`config.mk`:
```
export PLATFORM = sky130hd
export DESIGN_NAME = pkt_rate_meter
export DESIGN_NICKNAME = d
export VERILOG_FILES = /design/src/rtl/prm_pkg.sv /design/src/rtl/prm_host_if.sv /design/src/rtl/prm_window.sv /design/src/rtl/prm_tally.sv /design/src/rtl/pkt_rate_meter.sv
export SDC_FILE = /design/constraint.sdc
export NUM_CORES = 1
export LEC_CHECK = 0
export BUFFER_PORTS_ARGS = -buffer_cell sky130_fd_sc_hd__buf_2
export CORE_MARGIN = 2
export CORE_UTILIZATION = 58
export DETAILED_ROUTE_END_ITERATION = 8
export GPL_TIMING_DRIVEN = 0
export MAX_ROUTING_LAYER = met4
export PLACE_DENSITY = 0.78
export SYNTH_ARGS = -nofsm -noshare
export SYNTH_HDL_FRONTEND = slang
export SYNTH_SLANG_ARGS = --single-unit
```
`constraint.sdc`:
```
create_clock -name clk -period 2.6 [get_ports clk]
set_input_delay 0.52 -clock clk [delete_from_list [all_inputs] [get_ports clk]]
set_output_delay 0.52 -clock clk [all_outputs]
set_load 0.01 [all_outputs]
```
`src/rtl/prm_pkg.sv`:
```
package prm_pkg;

    localparam int ADDR_W = 2;

    typedef enum logic [ADDR_W-1:0] {
        ADR_WIN  = 2'd0,
        ADR_GO   = 2'd1,
        ADR_CNT  = 2'd2,
        ADR_NONE = 2'd3
    } adr_e;

endpackage

```
`src/rtl/prm_host_if.sv`:
```
module prm_host_if #(
    parameter int DATA_W = 32,
    parameter int WIN_W  = 32,
    parameter int CNT_W  = 32
) (
    input  logic                      clk,
    input  logic                      rst_n,
    input  logic                      wr_en,
    input  logic [prm_pkg::ADDR_W-1:0] wr_addr,
    input  logic [DATA_W-1:0]         wr_data,
    input  logic [prm_pkg::ADDR_W-1:0] rd_addr,
    input  logic                      busy,
    input  logic [CNT_W-1:0]          count,
    output logic [WIN_W-1:0]          win_len,
    output logic                      start,
    output logic [DATA_W-1:0]         rd_data
);
    import prm_pkg::*;

    typedef struct packed {
        logic [WIN_W-1:0] win;
    } host_st_t;

    host_st_t st_d, st_q;

    // Next-state and decode
    always_comb begin
        st_d  = st_q;
        start = 1'b0;
        if (wr_en) begin
            case (adr_e'(wr_addr))
                ADR_WIN: st_d.win = wr_data[WIN_W-1:0];
                ADR_GO:  start    = wr_data[0];
                default: ;
            endcase
        end
    end

    always_ff @(posedge clk) begin
        if (!rst_n) st_q <= '0;
        else        st_q <= st_d;
    end

    assign win_len = st_q.win;

    // Read mux
    always_comb begin
        case (adr_e'(rd_addr))
            ADR_WIN: rd_data = DATA_W'(st_q.win);
            ADR_GO:  rd_data = DATA_W'(busy);
            ADR_CNT: rd_data = DATA_W'(count);
            default: rd_data = '0;
        endcase
    end
endmodule

```
`src/rtl/prm_window.sv`:
```
module prm_window #(
    parameter int WIN_W = 32
) (
    input  logic             clk,
    input  logic             rst_n,
    input  logic             start,
    input  logic [WIN_W-1:0] win_len,
    output logic             busy,
    output logic             active,
    output logic [WIN_W-1:0] rem
);
    typedef struct packed {
        logic             busy;
        logic [WIN_W-1:0] rem;
    } win_st_t;

    win_st_t st_d, st_q;

    always_comb begin
        st_d = st_q;
        if (st_q.busy) begin
            if (st_q.rem <= WIN_W'(1)) st_d.busy = 1'b0;
            if (st_q.rem != '0)        st_d.rem  = st_q.rem - 1'b1;
        end
        if (start) begin
            st_d.busy = 1'b1;
            st_d.rem  = win_len;
        end
    end

    always_ff @(posedge clk) begin
        if (!rst_n) st_q <= '0;
        else        st_q <= st_d;
    end

    assign busy   = st_q.busy;
    assign rem    = st_q.rem;
    assign active = st_q.busy && (st_q.rem != '0);
endmodule

```
`src/rtl/prm_tally.sv`:
```
module prm_tally #(
    parameter int CNT_W = 32
) (
    input  logic             clk,
    input  logic             rst_n,
    input  logic             start,
    input  logic             active,
    input  logic             sop,
    output logic [CNT_W-1:0] count
);
    localparam logic [CNT_W-1:0] CNT_MAX = '1;

    typedef struct packed {
        logic [CNT_W-1:0] cnt;
    } tally_st_t;

    tally_st_t st_d, st_q;

    always_comb begin
        st_d = st_q;
        if (active && sop && (st_q.cnt != CNT_MAX))
            st_d.cnt = st_q.cnt + 1'b1;
        if (start)
            st_d.cnt = '0;
    end

    always_ff @(posedge clk) begin
        if (!rst_n) st_q <= '0;
        else        st_q <= st_d;
    end

    assign count = st_q.cnt;
endmodule

```
`src/rtl/pkt_rate_meter.sv`:
```
module pkt_rate_meter #(
    parameter int DATA_W = 32,
    parameter int WIN_W  = 32,
    parameter int CNT_W  = 32
) (
    input  logic        clk,
    input  logic        rst_n,
    input  logic        wr_en,
    input  logic [1:0]  wr_addr,
    input  logic [DATA_W-1:0] wr_data,
    input  logic [1:0]  rd_addr,
    output logic [DATA_W-1:0] rd_data,
    input  logic        sop
);
    logic [WIN_W-1:0] win_len;
    logic [WIN_W-1:0] win_rem;
    logic             go_start;
    logic             win_busy;
    logic             win_active;
    logic [CNT_W-1:0] sop_count;

    prm_host_if #(.DATA_W(DATA_W), .WIN_W(WIN_W), .CNT_W(CNT_W)) u_host (
        .clk     (clk),
        .rst_n   (rst_n),
        .wr_en   (wr_en),
        .wr_addr (wr_addr),
        .wr_data (wr_data),
        .rd_addr (rd_addr),
        .busy    (win_busy),
        .count   (sop_count),
        .win_len (win_len),
        .start   (go_start),
        .rd_data (rd_data)
    );

    prm_window #(.WIN_W(WIN_W)) u_win (
        .clk     (clk),
        .rst_n   (rst_n),
        .start   (go_start),
        .win_len (win_len),
        .busy    (win_busy),
        .active  (win_active),
        .rem     (win_rem)
    );

    prm_tally #(.CNT_W(CNT_W)) u_tally (
        .clk    (clk),
        .rst_n  (rst_n),
        .start  (go_start),
        .active (win_active),
        .sop    (sop),
        .count  (sop_count)
    );
endmodule

```
# ---- Word-level counts from Yosys, hierarchy flattened
# Cells that the tools add are included.
dict set report word_totals {
  elab_cells 30
  regBits 97
}
dict set report classes {
  n_bitwise 1
  n_addsub 2
  muxes 7
  eq_ne 4
  order_cmp 1
  reduce_logical 11
}
# operator count
set ops {}
lappend ops {{$pmux 32 s3} 1}
lappend ops {{$mux 33} 2}
lappend ops {{$add 32x1->32 const B} 1}
lappend ops {{$le 32x1->1 const B} 1}
lappend ops {{$mux 32} 1}
lappend ops {{$ne 32x32->1 const B} 1}
lappend ops {{$reduce_bool 32->1} 1}
lappend ops {{$sub 32x1->32 const B} 1}
lappend ops {{$eq 2x1->1 const B} 2}
lappend ops {{$logic_not 2->1} 2}
lappend ops {{$reduce_and 2->1} 2}
lappend ops {{$reduce_bool 2->1} 2}
lappend ops {{$logic_and 1x1->1} 3}
lappend ops {{$mux 1} 3}
lappend ops {{$eq 2x2->1 const B} 1}
lappend ops {{$reduce_or 2->1} 1}
lappend ops {{$not 1->1} 1}

# ---- Logic depth before layout (Yosys ltp)
# Gate-level depths: netlist (run 1).
dict set report depth {
  depth_word 5
  mapped_depth 9
  mapped_depth_nobuf 7
}

# ---- Cells and area by module
# A second synthesis (run 1) with hierarchy kept.
dict set report hier_totals {
  hier_cells 673
  area_unflattened_um2 5625.4
}
# module seq_area_each_um2 cells_each area_each_um2 instances
set modules_own_cells {}
lappend modules_own_cells {prm_window 660.6 254 2098.3 1}
lappend modules_own_cells {prm_host_if 640.6 214 1838.0 1}
lappend modules_own_cells {prm_tally 640.6 205 1689.1 1}

# ---- Worst setup path before layout (run 1)
# No wires, ideal clock.
dict set report synth_timing {
  path_kind {flip-flop to flip-flop}
  from {reg u_tally.st_q (netlist bit u_tally.count[12])}
  to {reg u_tally.st_q (netlist bit u_tally.count[28])}
  path_buffers 1
  arrival_time_ns 2.245
  required_time_ns 2.529
  stages_incl_launch_ff 7
  path_slack_ns 0.284
  cell_sequence {dfxtp_1 nand4_2 or4_1 buf_2 or4_4 or4_1 a21oi_1}
}
dict set report synth_between {
  elab_chain_cells 2
}
# item line
set synth_rtl {}
lappend synth_rtl {{from (decl)} prm_tally.sv:17} ;# tally_st_t st_d, st_q;
lappend synth_rtl {{from (signal assigned)} prm_tally.sv:29} ;# else st_q <= st_d;
lappend synth_rtl {{parallel branches: the longest is 2 deep, another holds $add 32x1->32} n/a}
# Several ways; the timed one is not identified.
# A chain may end at the register's enable or synchronous reset.

# ---- Final worst setup path (run 1)
dict set report layout_timing {
  from {reg u_win.st_q (netlist bit u_win.busy)}
  to {out rd_data[0]}
}
dict set report layout_between {
  elab_chain_cells 1
}
# item line
set layout_rtl {}
lappend layout_rtl {{from (decl)} prm_window.sv:17} ;# win_st_t st_d, st_q;
lappend layout_rtl {{from (signal assigned)} prm_window.sv:33} ;# else st_q <= st_d;
lappend layout_rtl {{$pmux 32 s3} prm_host_if.sv:48} ;# case (adr_e'(rd_addr))
lappend layout_rtl {{to (decl)} pkt_rate_meter.sv:12} ;# output logic [DATA_W-1:0] rd_data,
# Every way passes these cells.

==> results.yml, run 1 <==
run_status:
  status: "finished clean"
yosys:
  async_reset_ff_share_pct: 0
  synth_common_cells: "nand2_1 (104), dfxtp_1 (97), mux2i_1 (56), clkbuf_1 (51)"
  yosysTopAreaCellShare_pct: 35.3
  synthFlopType: "dfxtp_1"
  syn_avg_cell_area_um2: 7.73
  synth-seq-area-share_pct: 35.3
  yosys_register_bits: 97
  synth_area_leaders: "dfxtp_1 (35%), mux2i_1 (10%), nand2_1 (7.1%)"
  synth_cell_type_count: 47
  syn_nets: 754
  ys_warn_count: 0
  synthesis.area_mm2: 0.00550
  synthCells: 711
  synth_edf_count: 0
  yosysTopAreaCell: "dfxtp_1"
  post-synth-top-count-cell: "nand2_1"
floorplan:
  boundaryPins: 72
  die_x_um: 101
  dieArea_mm2: 0.0103
  start_util_pct: 59.8
  die_h_um: 101
  core-area_mm2: 0.00920
  row_count: 35
worst_setup_path:
  cp_max_fo: 10
  worstSetupPathType: "register to output pin"
  end_kind: "output pin"
  ff2ff_path_depth: 7
  crit_arrival_ns: 2.04
  cp-start-kind: "register"
  rr_endpoint: "u_win.rem[13]"
  r2r-start: "u_win.rem[9]"
  cp.required_ns: 2.08
  r2r_setup_slack_ns: 0.08
  crit_path_end: "rd_data[0]"
  startpoint: "u_win.busy"
layout:
  multi_input_area_mm2: 0.00336
  final_nets: 835
  num-fill-cells: 822
  syn_to_final_growth_pct: 14.7
  seqCellArea_mm2: 0.00196
  drive_above_1_share_pct: 16.4
  antenna_cells: 0
clocking:
  path_clk_slew_ns: 0.10
  cts-root-buf: "clkbuf_8"
  numCtsBuffers: 9
  cts_hold_buf: 0
  clkLatencyLatePin_ns: 0.37
  clkSinkCount: 97
  clockBufferDepth: 2
  htreeDepth: 3
  cts_tree: "done"
sta:
  setup_violations: 0
  min_period_ns: 2.56
  slew_violations: 0
  timing.final.crit_share_pct: 98.4
  timing.fmax_mhz: 391
  finalHoldViolCount: 0
  fin_ws_ns: 0.0406
  whs_ns: 0.376
  tns_ns: 0
  tightestPinTransition_ns: 0.895
  timing.slew.headroom_pct: 39.9
  rsz0062_at_grt: "true"
  clock_skew_ns: 0.00939
grt:
  antenna_found_initial: 0
  grt_pass1_wl_um: 30200
  grt_pass1_vias: 5557
  overflow: 0
  grt_max_degree: 16
  track_usage_pct: 39.9
hold_path:
  hold_path_class: "primary input to register"
route:
  drt_iter0_drc: 622
  postRouteAntennaNets: 0
  vias_per_cell: 6.74
  wire_per_inst_um: 21.8
  drt_wl_total_um: 19800
  dr.pass1.iters: 5
  routed-via-count: 6123
  drc_errors: 0
power:
  powerDensity_mw_per_mm2: 526
  max-vdd-ir-drop_uv: 398
  power.leakage_nw: 2.42
placement:
  io_buffers: 68
  dp_hpwl_um: 14400
  dp_slack_ns: -0.410
  gp_congestion: 1.03
job:
  max_cap_violations: 0
## worst max-delay path: stages, from the launching register on
cell and delay, ns:
dfxtp_1 0.46, buf_4 0.25, buf_4 0.22, buf_4 0.24, mux2i_1 0.10, o22ai_1 0.22, buf_2 0.17
## layer usage
layer	wire length, um	GRT usage [%]
met5	0	-
met3	2510	9.45
met2	8300	57.4
met4	683	14.7
met1	8250	54.3
## cells by family after synthesis
| logic type | after synthesis | share of synthesized area [%] |
|---|---|---|
| compound gates | 153 | 16.8 |
| xor+xnor | 1 | 0.159 |
| fa+ha+maj | 3 | 0.683 |
| buf+inv | 69 | 4.85 |
| flops | 97 | 35.3 |
| mux | 56 | 10.2 |
| simple gates | 332 | 32.0 |
## area by class of cell
type                            count  area share, %
Tap cell                          111           2.20
Clock buffer                       12           2.30
Multi-Input combinational cell    545           53.3
Timing Repair Buffer               70           5.64
Buffer                             58           4.03
Inverter                           11          0.655
Clock inverter                      4          0.834
Sequential cell                    97           31.1
## how the worst min path moves through the flow
stage,from,to,slack [ns],cells past startpoint
global placement,u_win.rem[21],u_win.rem[21],0.46,2
global route,wr_data[2],u_host.win_len[2],0.38,3
floorplan,u_host.win_len[10],u_host.win_len[10],0.45,2
detailed placement,u_host.win_len[6],u_host.win_len[6],0.48,2
CTS,wr_data[9],u_host.win_len[9],0.37,3
finish,wr_data[9],u_host.win_len[9],0.38,3
## power by group
group	switching, mW	internal (mW)	total [mW]
registers	0.0571	1.53	1.59
clock network	0.558	0.475	1.03
logic	0.475	0.222	0.697
total	1.09	2.23	3.32
## what timing repair did
action,CTS,global route
resized for setup,12,39
endpoints found under the setup margin,41,67
setup buffers,1,1
pin swaps,1,1
## registers in the layout, indices dropped and copies added (netlist names)
register / cells
u_win.busy: 1
u_host.win_len: 32
u_tally.count: 32
u_win.rem: 32
## cells in the final DEF, fill, tap and decap left out, types with 6 or more instances in the layout
| master | instances |
|---|---|
| and3_1 | 10 |
| o21ai_0 | 44 |
| mux2i_1 | 56 |
| dfxtp_2 | 10 |
| nand3_1 | 17 |
| or3_1 | 23 |
| inv_1 | 10 |
| nor4_1 | 16 |
| o31ai_1 | 12 |
| nand4_1 | 36 |
| dfxtp_1 | 86 |
| buf_2 | 70 |
| nor3_1 | 6 |
| nand2_1 | 104 |
| clkbuf_8 | 10 |
| a21oi_1 | 40 |
| nor2_1 | 43 |
| a31oi_1 | 31 |
| clkbuf_2 | 6 |
| or4_1 | 21 |
| nand2b_1 | 24 |
| buf_4 | 7 |
| clkbuf_1 | 45 |
## through the flow
stage | power (mW) | util [%] | cells | instance area [um2]
2_1_floorplan | 2.02 | - | 711 | 5500
3_3_place_gp | 2.22 | 65.0 | 890 | 5980
3_5_place_dp | 2.24 | 65.0 | 890 | 5980
4_1_cts | 3.24 | 67.5 | 907 | 6210
5_1_grt | 3.43 | 68.5 | 908 | 6300
6_report | 3.32 | 68.5 | 908 | 6300
Power figures use the tool's default switching activity.
==> inputs of run 2 (changes only) <==
Settings changed: CAP_MARGIN from default to 20, CORE_ASPECT_RATIO from default to 0.5.
==> results.yml, run 2 (synthesis results as in run 1) <==
run_status:
  status: "finished clean"
worst_setup_path:
  rr_endpoint: "u_win.rem[27]"
  end_kind: "register"
  crit_arrival_ns: 2.83
  startpoint: "u_win.rem[4]"
  cp.required_ns: 2.87
  r2r-start: "u_win.rem[4]"
  crit_path_end: "u_win.rem[27]"
  ff2ff_path_depth: 7
  r2r_setup_slack_ns: 0.05
  cp-start-kind: "register"
  worstSetupPathType: "register to register"
  cp_max_fo: 10
floorplan:
  die_h_um: 72.8
  dieArea_mm2: 0.0103
  start_util_pct: 59.0
  boundaryPins: 72
  core-area_mm2: 0.00932
  die_x_um: 142
  row_count: 25
layout:
  syn_to_final_growth_pct: 17.7
  drive_above_1_share_pct: 15.8
  num-fill-cells: 787
  utilization_pct: 69.4
  seqCellArea_mm2: 0.00195
  layout_commonest_cell: "nand2_1"
  antenna_cells: 0
  multi_input_area_mm2: 0.00335
  mostFrequentLayoutCells: "nand2_1 (104), dfxtp_1 (91), buf_2 (70)"
  final_nets: 834
placement:
  dp_hpwl_um: 13000
  gp_congestion: 0.946
  io_buffers: 68
  dp_slack_ns: -0.242
power:
  swShare_pct: 29.5
  max-vdd-ir-drop_uv: 358
  p_int_mw: 2.75
  power.leakage_nw: 2.48
  p_clk_share_pct: 41.4
  powerDensity_mw_per_mm2: 603
  combPwrFrac_pct: 17.9
  sequentialPowerShare_pct: 40.8
  p_sw_mw: 1.15
hold_path:
  min_from: "wr_data[23]"
  hold_path_class: "primary input to register"
clocking:
  clkSinkCount: 97
  htreeDepth: 3
  numCtsBuffers: 9
  path_clk_slew_ns: 0.07
  cts-root-buf: "clkbuf_16"
  cts_tree: "done"
  clockBufferDepth: 2
  clkLatencyLatePin_ns: 0.35
grt:
  grt_pass1_vias: 5303
  grt_max_degree: 18
  overflow: 0
  track_usage_pct: 36.2
  antenna_found_initial: 0
  grt_pass1_wl_um: 28000
route:
  drc_errors: 0
  wire_per_inst_um: 19.7
  dr.pass1.iters: 6
  drt_wl_total_um: 18000
  postRouteAntennaNets: 0
  routed-via-count: 6028
  vias_per_cell: 6.57
  drt_iter0_drc: 887
sta:
  timing.slew.headroom_pct: 38.3
  rsz0062_at_grt: "false"
  clock_skew_ns: 0.00819
  slew_violations: 0
  finalHoldViolCount: 0
  min_period_ns: 2.55
  setup_violations: 0
  fin_ws_ns: 0.0452
  timing.fmax_mhz: 391
  timing.final.crit_share_pct: 98.3
  tightestPinTransition_ns: 0.924
job:
  max_cap_violations: 0
[run 2: power by group through the flow]
| stage | clock (mW) | sequential (mW) | combinational (mW) |
|---|---|---|---|
| 2_1_floorplan | 0 | 1.60 | 0.420 |
| 3_3_place_gp | 0 | 1.62 | 0.587 |
| 3_5_place_dp | 0 | 1.62 | 0.601 |
| 4_1_cts | 1.62 | 1.58 | 0.628 |
| 5_1_grt | 1.66 | 1.59 | 0.747 |
| 6_report | 1.61 | 1.59 | 0.698 |
[run 2: how the worst min path moves through the flow]
stage / to / slack (ns) / cells past startpoint
2_1_floorplan: u_host.win_len[10] / 0.45 / 2
3_3_place_gp: u_host.win_len[11] / 0.46 / 2
3_5_place_dp: u_host.win_len[11] / 0.47 / 2
4_1_cts: u_host.win_len[27] / 0.39 / 3
5_1_grt: u_host.win_len[22] / 0.40 / 3
6_report: u_host.win_len[23] / 0.40 / 3
[run 2: repair_timing]
item / CTS / global route
gates resized for setup: 11 / 34
endpoints found under the setup margin: 33 / 60
setup buffers: 1 / 2
hold buffers: 0 / 0
pin swaps: 1 / 1
[run 2: layout make-up]
type,instances,area share [%]
Multi-Input combinational cell,545,51.7
Sequential cell,97,30.1
Timing Repair Buffer,71,5.61
Buffer,56,3.98
Clock buffer,10,3.69
Tap cell,121,2.34
Clock inverter,6,1.88
Inverter,11,0.638
[run 2: per-stage QoR]
step                instances  power [mW]  TNS [ns]  area, um2  hold slack, ns
floorplan                 711        2.02         0       5500           0.446
global placement          900        2.20     -2.28       5990           0.462
detailed placement        900        2.22     -2.92       5990           0.470
CTS                       917        3.83         0       6380           0.390
global route              917        4.00         0       6470           0.399
finish                    917        3.90         0       6470           0.397
[run 2: worst max-delay path, stage by stage (launching register included)]
cell,delay (ns)
dfxtp_1,0.37
or4_1,0.71
nor3_4,0.27
buf_4,0.20
nand4_1,0.27
buf_6,0.26
a31o_2,0.20
a31oi_1,0.18
[run 2: layer usage]
layer	track usage (%)	wire length (um)	vias up
li1	-	-	2806
met3	9.06	1930	49
met5	-	0	-
met2	54.6	7830	312
met1	49.4	7890	2861
met4	8.11	380	0
==> inputs of run 3 (changes only) <==
Settings changed: PLACE_DENSITY 0.78 to 0.8, REMOVE_ABC_BUFFERS from default to 1.
==> results.yml, run 3 (synthesis results as in run 1) <==
run_status:
  status: "finished clean"
grt:
  antenna_found_initial: 0
  grt_pass1_vias: 4804
  track_usage_pct: 30.9
  grt_pass1_wl_um: 24600
  overflow: 0
  grt_max_degree: 51
clocking:
  htreeDepth: 3
  cts-root-buf: "clkbuf_16"
  path_clk_slew_ns: 0.07
  numCtsBuffers: 9
  clockBufferDepth: 2
  cts_tree: "done"
  clkLatencyLatePin_ns: 0.35
  clkSinkCount: 97
layout:
  mostFrequentLayoutCells: "nand2_1 (104), dfxtp_1 (95), buf_2 (71)"
  seqCellArea_mm2: 0.00194
  multi_input_area_mm2: 0.00334
  drive_above_1_share_pct: 16.7
  fin_area_mm2: 0.00633
  num-fill-cells: 787
  final_nets: 793
  syn_to_final_growth_pct: 15.2
  antenna_cells: 0
  layout_commonest_cell: "nand2_1"
  final_cells: 876
route:
  drc_errors: 0
  dr.pass1.iters: 5
  postRouteAntennaNets: 0
  routed-via-count: 5707
  vias_per_cell: 6.51
  wire_per_inst_um: 17.8
  drt_iter0_drc: 606
  drt_wl_total_um: 15600
sta:
  timing.slew.headroom_pct: 38.4
  timing.final.crit_share_pct: 97.2
  timing.fmax_mhz: 396
  setup_violations: 0
  whs_ns: 0.400
  min_period_ns: 2.53
  clock_skew_ns: 0.00780
  rsz0062_at_grt: "false"
  slew_violations: 0
  finalHoldViolCount: 0
  tightestPinTransition_ns: 0.920
worst_setup_path:
  cp.required_ns: 2.88
  ff2ff_path_depth: 5
  startpoint: "u_tally.count[11]"
  rr_endpoint: "u_tally.count[28]"
  crit_arrival_ns: 2.80
  r2r_setup_slack_ns: 0.07
  worstSetupPathType: "register to register"
  r2r-start: "u_tally.count[11]"
  cp_max_fo: 8
  cp-start-kind: "register"
  end_kind: "register"
hold_path:
  holdPathEnd: "u_host.win_len[5]"
  min_from: "wr_data[5]"
  whs_path_depth: 3
  hold_path_class: "primary input to register"
power:
  powerDensity_mw_per_mm2: 569
  finalPower_mw: 3.61
  max-vdd-ir-drop_uv: 380
  power.leakage_nw: 2.44
placement:
  post-place-cells: 852
  gp_congestion: 0.903
  dpl_cell_area_mm2: 0.00591
  dp_hpwl_um: 10600
  io_buffers: 71
job:
  max_cap_violations: 0
floorplan:
  row_count: 25
  core-area_mm2: 0.00932
  boundaryPins: 72
  dieArea_mm2: 0.0103
  die_x_um: 142
  die_h_um: 72.8
  start_util_pct: 59.0
## run 3: cell type report
class                           count  area share, %
Clock buffer                        9           3.56
Multi-Input combinational cell    545           52.8
Inverter                           11          0.652
Tap cell                          121           2.39
Timing Repair Buffer               86           8.67
Sequential cell                    97           30.7
Clock inverter                      7           1.22
## run 3: how the worst max path moves through the flow
stage                              to  cells past startpoint
finish              u_tally.count[28]                      5
global route        u_tally.count[28]                      5
CTS                 u_tally.count[28]                      5
detailed placement       u_win.rem[0]                      8
global placement    u_tally.count[10]                      6
floorplan           u_tally.count[10]                      5
## run 3: timing repair
item,in CTS,in global routing
endpoints found under the setup margin,41,22
hold buffers,0,0
buffers inserted,2,5
pin swaps,0,1
resized for setup,4,10
## run 3: worst max-delay path, stage by stage, from the launching register on
cell     delay, ns
dfxtp_1       0.48
nand4_2       0.23
or4_4         0.64
or4_4         0.55
or4_1         0.41
a21oi_1       0.15
## run 3: where the power goes
| part | leakage [nW] | switching [mW] | internal (mW) | total (mW) |
|---|---|---|---|---|
| clock network | 0.152 | 0.608 | 0.756 | 1.36 |
| registers | 0.787 | 0.0556 | 1.53 | 1.59 |
| logic | 1.50 | 0.412 | 0.240 | 0.652 |
## run 3: layer usage
metal  routed length [um]  part of all wire, %  GRT usage (%)
met4                  226                  1.5           8.11
met1                 7070                   45           43.8
met3                 1360                  8.7           5.58
met2                 6900                   44           45.9
met5                    0                    0              -
## run 3: stage by stage
step                setup TNS, ns  util (%)  worst slack [ns]
floorplan                  -19.41         -            -0.836
global placement          -118.47      62.0             -2.00
detailed placement          -4.71      63.4            -0.277
CTS                             0      66.9          0.000302
global route                    0      67.9           0.00562
finish                          0      67.9            0.0722
